## src/rtl/pwb_pkg.sv

```systemverilog
package pwb_pkg;

   // Downstream sequencing: between requests, or inside one
   typedef enum logic {
      DR_IDLE  = 1'b0,
      DR_BURST = 1'b1
   } drain_st_e;

   // Number of posted writes tracked at once
   localparam int unsigned PWB_SLOTS = 2;

endpackage

```

## src/rtl/pwb_word_store.sv

```systemverilog
module pwb_word_store #(
   parameter int unsigned DW    = 32,
   parameter int unsigned DEPTH = 16,
   localparam int unsigned PW   = (DEPTH > 1) ? $clog2(DEPTH) : 1,
   localparam int unsigned CW   = $clog2(DEPTH + 1)
) (
   input  logic          clk,
   input  logic          rst_n,
   input  logic          wr_en,
   input  logic [DW-1:0] wr_data,
   input  logic          rd_en,
   output logic [DW-1:0] rd_data,
   output logic [CW-1:0] count,
   output logic          full
);

   logic [DW-1:0] mem [DEPTH];
   logic [PW-1:0] wp, rp, wp_nx, rp_nx;

   generate
      if (DEPTH == (1 << PW)) begin : g_pow2
         assign wp_nx = wp + 1'b1;
         assign rp_nx = rp + 1'b1;
      end else begin : g_wrap
         assign wp_nx = (wp == PW'(DEPTH - 1)) ? '0 : wp + 1'b1;
         assign rp_nx = (rp == PW'(DEPTH - 1)) ? '0 : rp + 1'b1;
      end
   endgenerate

   always_ff @(posedge clk) begin
      if (wr_en) mem[wp] <= wr_data;
   end

   always_ff @(posedge clk or negedge rst_n) begin
      if (!rst_n) begin
         wp    <= '0;
         rp    <= '0;
         count <= '0;
      end else begin
         if (wr_en) wp <= wp_nx;
         if (rd_en) rp <= rp_nx;
         case ({wr_en, rd_en})
            2'b10:   count <= count + 1'b1;
            2'b01:   count <= count - 1'b1;
            default: count <= count;
         endcase
      end
   end

   assign rd_data = mem[rp];
   assign full    = (count == CW'(DEPTH));

   p_no_overflow_r3: assert property (@(posedge clk) disable iff (!rst_n)
      wr_en |-> !full);
   p_no_underflow_r10: assert property (@(posedge clk) disable iff (!rst_n)
      rd_en |-> (count != '0));

endmodule

```

## src/rtl/pwb_txn_queue.sv

```systemverilog
module pwb_txn_queue #(
   parameter int unsigned AW    = 32,
   parameter int unsigned CW    = 5,
   parameter int unsigned BYTES = 4
) (
   input  logic          clk,
   input  logic          rst_n,
   input  logic          push,
   input  logic [AW-1:0] push_addr,
   input  logic          wr,
   input  logic          wr_close,
   input  logic          rd,
   output logic [1:0]    nrec,
   output logic          open,
   output logic [AW-1:0] head_addr,
   output logic [CW-1:0] head_nbuf,
   output logic          head_done
);

   import pwb_pkg::*;

   logic                 hp;
   logic [1:0]           nrec_q;
   logic                 tail, slot_new, retire;
   logic [PWB_SLOTS-1:0][AW-1:0] addr_v;
   logic [PWB_SLOTS-1:0][CW-1:0] nbuf_v;
   logic [PWB_SLOTS-1:0]         done_v;

   assign tail     = hp ^ nrec_q[1];
   assign slot_new = hp ^ nrec_q[0];
   assign retire   = rd && done_v[hp] && (nbuf_v[hp] == CW'(1));

   generate
      for (genvar s = 0; s < PWB_SLOTS; s++) begin : g_slot
         logic          take, inc, dec;
         logic [AW-1:0] a_q;
         logic [CW-1:0] n_q;
         logic          d_q;

         assign take = push && (slot_new == 1'(s));
         assign inc  = wr && (tail == 1'(s));
         assign dec  = rd && (hp == 1'(s));

         always_ff @(posedge clk or negedge rst_n) begin
            if (!rst_n) begin
               a_q <= '0;
               n_q <= '0;
               d_q <= 1'b0;
            end else if (take) begin
               a_q <= push_addr;
               n_q <= '0;
               d_q <= 1'b0;
            end else begin
               if (dec) a_q <= a_q + AW'(BYTES);
               case ({inc, dec})
                  2'b10:   n_q <= n_q + 1'b1;
                  2'b01:   n_q <= n_q - 1'b1;
                  default: n_q <= n_q;
               endcase
               if (inc && wr_close) d_q <= 1'b1;
            end
         end

         assign addr_v[s] = a_q;
         assign nbuf_v[s] = n_q;
         assign done_v[s] = d_q;
      end
   endgenerate

   always_ff @(posedge clk or negedge rst_n) begin
      if (!rst_n) begin
         hp     <= 1'b0;
         nrec_q <= '0;
      end else begin
         nrec_q <= nrec_q + {1'b0, push} - {1'b0, retire};
         if (retire) hp <= ~hp;
      end
   end

   assign nrec      = nrec_q;
   assign open      = (nrec_q != 2'd0) && !done_v[tail];
   assign head_addr = addr_v[hp];
   assign head_nbuf = nbuf_v[hp];
   assign head_done = done_v[hp];

   p_two_max_r2: assert property (@(posedge clk) disable iff (!rst_n)
      nrec_q <= 2'd2);
   p_push_room_r2: assert property (@(posedge clk) disable iff (!rst_n)
      push |-> (nrec_q < 2'd2) && !open);
   p_wr_open_r4: assert property (@(posedge clk) disable iff (!rst_n)
      wr |-> open);
   p_drain_head_r10: assert property (@(posedge clk) disable iff (!rst_n)
      rd |-> (nrec_q != 2'd0) && (nbuf_v[hp] != '0));

endmodule

```

## src/rtl/pwb_drain_ctl.sv

```systemverilog
module pwb_drain_ctl #(
   parameter int unsigned CW          = 5,
   parameter int unsigned START_WORDS = 6,
   parameter bit          EARLY_START = 1'b1
) (
   input  logic          clk,
   input  logic          rst_n,
   input  logic          have_rec,
   input  logic [CW-1:0] head_nbuf,
   input  logic          head_done,
   input  logic          dn_ready,
   output logic          dn_valid,
   output logic          dn_first,
   output logic          dn_last,
   output logic          dn_burst,
   output logic          beat
);

   import pwb_pkg::*;

   drain_st_e st;
   logic      has_word, go, lone;

   assign has_word = have_rec && (head_nbuf != '0);
   assign lone     = head_done && (head_nbuf == CW'(1));

   generate
      if (EARLY_START) begin : g_early
         assign go = head_done || (head_nbuf >= CW'(START_WORDS));
      end else begin : g_closed
         assign go = head_done;
      end
   endgenerate

   assign dn_valid = has_word && ((st == DR_BURST) || go);
   assign dn_first = dn_valid && (st == DR_IDLE);
   assign dn_last  = dn_valid && (head_nbuf == CW'(1));
   assign dn_burst = dn_valid && ((st == DR_BURST) || !lone);
   assign beat     = dn_valid && dn_ready;

   always_ff @(posedge clk or negedge rst_n) begin
      if (!rst_n)    st <= DR_IDLE;
      else if (beat) st <= dn_last ? DR_IDLE : DR_BURST;
   end

   p_start_rule_r5: assert property (@(posedge clk) disable iff (!rst_n)
      dn_first |-> head_done || (head_nbuf >= CW'(START_WORDS)));
   p_burst_continues_r8: assert property (@(posedge clk) disable iff (!rst_n)
      (beat && !dn_last) |=> dn_valid && !dn_first);

endmodule

```

## src/rtl/pwb_post_buffer.sv

```systemverilog
module pwb_post_buffer #(
   parameter int unsigned AW          = 32,
   parameter int unsigned DW          = 32,
   parameter int unsigned DEPTH       = 16,
   parameter int unsigned START_WORDS = 6,
   parameter bit          EARLY_START = 1'b1
) (
   input  logic          clk,
   input  logic          rst_n,
   input  logic          up_req,
   input  logic [AW-1:0] up_addr,
   output logic          up_retry,
   input  logic          up_valid,
   input  logic [DW-1:0] up_data,
   input  logic          up_last,
   output logic          up_ready,
   output logic          up_stop,
   output logic          dn_valid,
   input  logic          dn_ready,
   output logic [AW-1:0] dn_addr,
   output logic [DW-1:0] dn_data,
   output logic          dn_burst,
   output logic          dn_first,
   output logic          dn_last
);

   localparam int unsigned BYTES = DW / 8;
   localparam int unsigned CW    = $clog2(DEPTH + 1);

   generate
      if (DEPTH < 2 || START_WORDS < 1 || START_WORDS > DEPTH || (DW % 8) != 0) begin : g_bad_cfg
         $error("pwb_post_buffer: unsupported parameter set");
      end
   endgenerate

   logic [CW-1:0] count, head_nbuf;
   logic          full, open, head_done, acc, fill, push, beat;
   logic [1:0]    nrec;

   assign up_retry = up_req && ((nrec == 2'd2) || full || open);
   assign push     = up_req && !up_retry;
   assign up_ready = open && !full;
   assign acc      = up_valid && up_ready;
   assign fill     = (count == CW'(DEPTH - 1));
   assign up_stop  = acc && !up_last && fill;

   pwb_word_store #(.DW(DW), .DEPTH(DEPTH)) u_store (
      .clk     (clk),
      .rst_n   (rst_n),
      .wr_en   (acc),
      .wr_data (up_data),
      .rd_en   (beat),
      .rd_data (dn_data),
      .count   (count),
      .full    (full)
   );

   pwb_txn_queue #(.AW(AW), .CW(CW), .BYTES(BYTES)) u_queue (
      .clk       (clk),
      .rst_n     (rst_n),
      .push      (push),
      .push_addr (up_addr),
      .wr        (acc),
      .wr_close  (up_last || fill),
      .rd        (beat),
      .nrec      (nrec),
      .open      (open),
      .head_addr (dn_addr),
      .head_nbuf (head_nbuf),
      .head_done (head_done)
   );

   pwb_drain_ctl #(.CW(CW), .START_WORDS(START_WORDS), .EARLY_START(EARLY_START)) u_drain (
      .clk       (clk),
      .rst_n     (rst_n),
      .have_rec  (nrec != 2'd0),
      .head_nbuf (head_nbuf),
      .head_done (head_done),
      .dn_ready  (dn_ready),
      .dn_valid  (dn_valid),
      .dn_first  (dn_first),
      .dn_last   (dn_last),
      .dn_burst  (dn_burst),
      .beat      (beat)
   );

   p_retry_full_r3: assert property (@(posedge clk) disable iff (!rst_n)
      (up_req && full) |-> up_retry);
   p_retry_two_r2: assert property (@(posedge clk) disable iff (!rst_n)
      (up_req && nrec == 2'd2) |-> up_retry);
   p_disconnect_closes_r7: assert property (@(posedge clk) disable iff (!rst_n)
      up_stop |=> !up_ready);

endmodule

```

## config.mk

```make
export PLATFORM = sky130hd
export DESIGN_NAME = pwb_post_buffer
export DESIGN_NICKNAME = d
export VERILOG_FILES = /design/src/rtl/pwb_pkg.sv /design/src/rtl/pwb_word_store.sv /design/src/rtl/pwb_txn_queue.sv /design/src/rtl/pwb_drain_ctl.sv /design/src/rtl/pwb_post_buffer.sv
export SDC_FILE = /design/constraint.sdc
export NUM_CORES = 1
export LEC_CHECK = 0
export BUFFER_PORTS_ARGS = -buffer_cell sky130_fd_sc_hd__buf_4
export CORE_AREA = 2 2 218 306
export DETAILED_ROUTE_END_ITERATION = 8
export DIE_AREA = 0 0 220 308
export PLACE_DENSITY = 0.63
export SLEW_MARGIN = 20
export SYNTH_ARGS = -nofsm -noshare
export SYNTH_HDL_FRONTEND = slang
export SYNTH_SLANG_ARGS = --single-unit
```

## constraint.sdc

```tcl
create_clock -name clk -period 10 [get_ports clk]
set_input_delay 2 -clock clk [delete_from_list [all_inputs] [get_ports clk]]
set_output_delay 2 -clock clk [all_outputs]
set_load 0.02 [all_outputs]
```

==> flow_summary.toml <==
[global_routing]
grt_pass1_wl_um = 92400
grt_max_degree = 70
grt_overflow = 0
track_usage = 0.182
met1_usage = 0.233
grt_busiest_layer = "met2"
grt_pass1_vias = 15000
antenna_found_initial = 0
gr-usage-met2 = 0.326
grt_use_met3 = 0.0240

[cells_and_area]
drive_gt1_frac = 0.313
syn_to_final_growth_pct = 15.4
nets = 1679
num_antenna_cells = 0
utilization = 0.460
final_area_um2 = 29900

[synthesis]
synth_common_cells = "edfxtp_1, mux4_2, dfrtp_1"
synthSimpleGateAreaFrac = 0.0616
yosys.area_share.xor_xnor = 0.00677
synth_top_family_by_area = "multiplexers"
yosys_warnings = 0
synth_edf_count = 512
synth_mux_area_frac = 0.177
ys_ff_latch = 605
synth-main-ff-cell = "edfxtp_1"
syn_inst = 1444
synth_most_common_cell = "edfxtp_1"
synth_top_cell_by_area = "edfxtp_1"
seq_area_frac_synth = 0.684
synthAdderAreaFrac = 0.0104
synth_compound_area_frac = 0.0400
async_flop_share = 0.154
ys_types = 66
netlist_area_um2 = 25900
synth.area.top_cells = "edfxtp_1, mux4_2, dfrtp_1, mux2_2, mux2i_1"
syn-num-nets = 1535
avgSynthCellArea_um2 = 17.9
yosysTopAreaCellShare = 0.594

[sta]
slew_violations = 0
whs_ns = 0.461
worstMarginPinSlew_ns = 1.07
setup_viol = 0
period_share = 0.585
max_slew_margin = 0.289
max_freq_ghz = 0.171
skew_ns = 0.0172
rsz0062_at_grt = "false"
tns_ns = 0
finalHoldViolCount = 0
fin_crit_ns = 5.85

[clock_network]
post_cts_buffers = 0
cts_sinks = 605
clock_latency_ns = 0.62
numCtsBuffers = 58
postCtsHoldBufs = 0
post_cts_resized = 0
cts_tree = "built"
clock-root-buffer = "clkbuf_16"
htreeDepth = 2
clk_path_buf_depth = 3
clk_pin_slew_worst_paths_ns = 0.06

[floorplanning]
die-area_um2 = 67800
core_um2 = 65000
pin_count = 141
rows = 111
initial_core_util = 0.398
die_y_um = 308
die_w_um = 220

[placement]
place_area_um2 = 28000
io_buffers = 140
dp_hpwl_um = 34800
globalplace.congestion = 0.840

[worst_setup_path]
ff2ff_path_depth = 14
path_common_cell = "buf_4"
cp_cell_sequence = "buf_4 > buf_4 > mux4_2 > mux4_2 > buf_4"
critPathSlowestCell = "buf_4"
worstSetupStartpointType = "flop"
r2r_end = "u_queue.g_slot[0].n_q[4]$_DFFE_PN0P_"
worstSetupEndpointType = "output pin"
r2r_start = "u_queue.hp$_DFFE_PN0P_"
crit_required_ns = 8.00
slowest_delay_ns = 0.64
crit_fanout = 36
worstPathArrival_ns = 3.85
path_class = "flop to output pin"
rrSetupSlack_ns = 5.64

[routing]
dr.pass1.iters = 5
drt_iter0_drc = 1174
via_count = 14300
detail_route.wl_per_cell_um = 24.7
viasPerCell = 5.74
drc = 0
ant_nets = 0
wl_um = 61200

[flow_run]
drv_cap = 0

[pwr]
peakVddDrop_mv = 0.194
power.static_leakage_nw = 9.98
power_mw = 8.85
power_density_nw_per_um2 = 296

[status]
status = "finished clean"

[worst_hold_path]
min_from = "u_store.rp[3]$_DFFE_PN0N_"
min_path_cells = 1
min_to = "u_store.rp[3]$_DFFE_PN0N_"
min_path_type = "flop to flop"
how the worst max path moves through the flow:
stage                     cells after the start  slack (ns)                     endpoint                      start
after CTS                                     5        4.04                  dn_data[21]  u_store.rp[0]$_DFFE_PN0N_
final                                         5        4.15                  dn_data[25]  u_store.rp[0]$_DFFE_PN0N_
after global routing                          5        3.86                  dn_data[21]  u_store.rp[0]$_DFFE_PN0N_
after detailed placement                      5        4.69                  dn_data[21]  u_store.rp[0]$_DFFE_PN0N_
after floorplan                               4        4.68  u_store.mem[1][0]$_DFFE_PP_                   up_valid
after global placement                        5        4.73                  dn_data[25]  u_store.rp[0]$_DFFE_PN0N_
worst max-delay path: cells and delay by family (launching register included):
kind / cells / cell delay, ns
muxes: 2 / 1.10
DFF: 1 / 0.61
buffers and inverters: 3 / 1.45
cell usage in the layout, fill, tap and decap left out, drive strengths merged, types with 6 or more instances in the layout:
| cell | netlist | layout |
|---|---|---|
| mux2i | 43 | 43 |
| inv | 33 | 34 |
| buf | 50 | 169 |
| nor3b | 8 | 8 |
| xnor2 | 8 | 8 |
| nand2 | 64 | 64 |
| o21ai | 25 | 25 |
| ha | 20 | 20 |
| nor3 | 47 | 47 |
| a221o | 36 | 36 |
| edfxtp | 512 | 512 |
| or3 | 10 | 10 |
| xor2 | 12 | 12 |
| nand2b | 9 | 9 |
| mux4 | 160 | 160 |
| and3 | 9 | 9 |
| o211ai | 13 | 13 |
| nor2 | 46 | 46 |
| a21o | 8 | 8 |
| bufinv | 0 | 6 |
| and2 | 9 | 9 |
| nor4 | 22 | 22 |
| clkbuf | 35 | 67 |
| dfrtp | 93 | 93 |
| and4 | 6 | 6 |
| a21oi | 14 | 14 |
| nand3 | 31 | 31 |
| clkinv | 0 | 30 |
| nand4 | 16 | 16 |
| mux2 | 49 | 49 |
metal layers:
| layer | up-vias | wire [um] |
|---|---|---|
| li1 | 6172 | - |
| met1 | 7512 | 25000 |
| met2 | 470 | 32000 |
| met3 | 98 | 3010 |
| met4 | 0 | 1280 |
| met5 | - | 0 |
kinds of logic (layout without fill, tap and decap cells):
kind of cell             after synthesis  after routing
AO/OA/AOI/OAI                        130            130
XOR/XNOR                              20             20
adder cells (fa/ha/maj)               21             21
buffers and inverters                118            309
flip-flops                           605            605
multiplexers                         252            252
AND/OR/NAND/NOR                      298            298
registers in the layout (all words and copies together) (netlist names):
| name | cells |
|---|---|
| u_drain.st | 1 |
| u_store.mem | 512 |
| u_queue.nrec | 2 |
| u_queue.g_slot.d_q | 2 |
| u_store.count | 5 |
| u_store.rp | 4 |
| u_store.wp | 4 |
| u_queue.g_slot.n_q | 10 |
| u_queue.g_slot.a_q | 64 |
| u_queue.hp | 1 |
final cells by class:
cell class	instances	area [um^2]
Multi-Input combinational cell	721	7780
Timing Repair Buffer	169	1270
Clock inverter	40	410
Tap cell	847	1060
Sequential cell	605	17700
Clock buffer	67	1510
Fill cell	5523	35100
Inverter	33	126
power breakdown:
group | leakage (nW) | total (mW) | switching (mW) | internal, mW
Sequential | 5.75 | 3.45 | 0.388 | 3.06
Clock | 0.943 | 2.20 | 0.958 | 1.24
Combinational | 3.29 | 3.20 | 1.67 | 1.53
stage by stage:
stage,worst slack (ns),std cells
CTS,4.04,2482
floorplan,4.68,1444
global placement,4.73,2375
detailed placement,4.69,2375
global route,3.86,2482
finish,4.15,2482
Note: power is estimated with default switching activity, not from simulation.
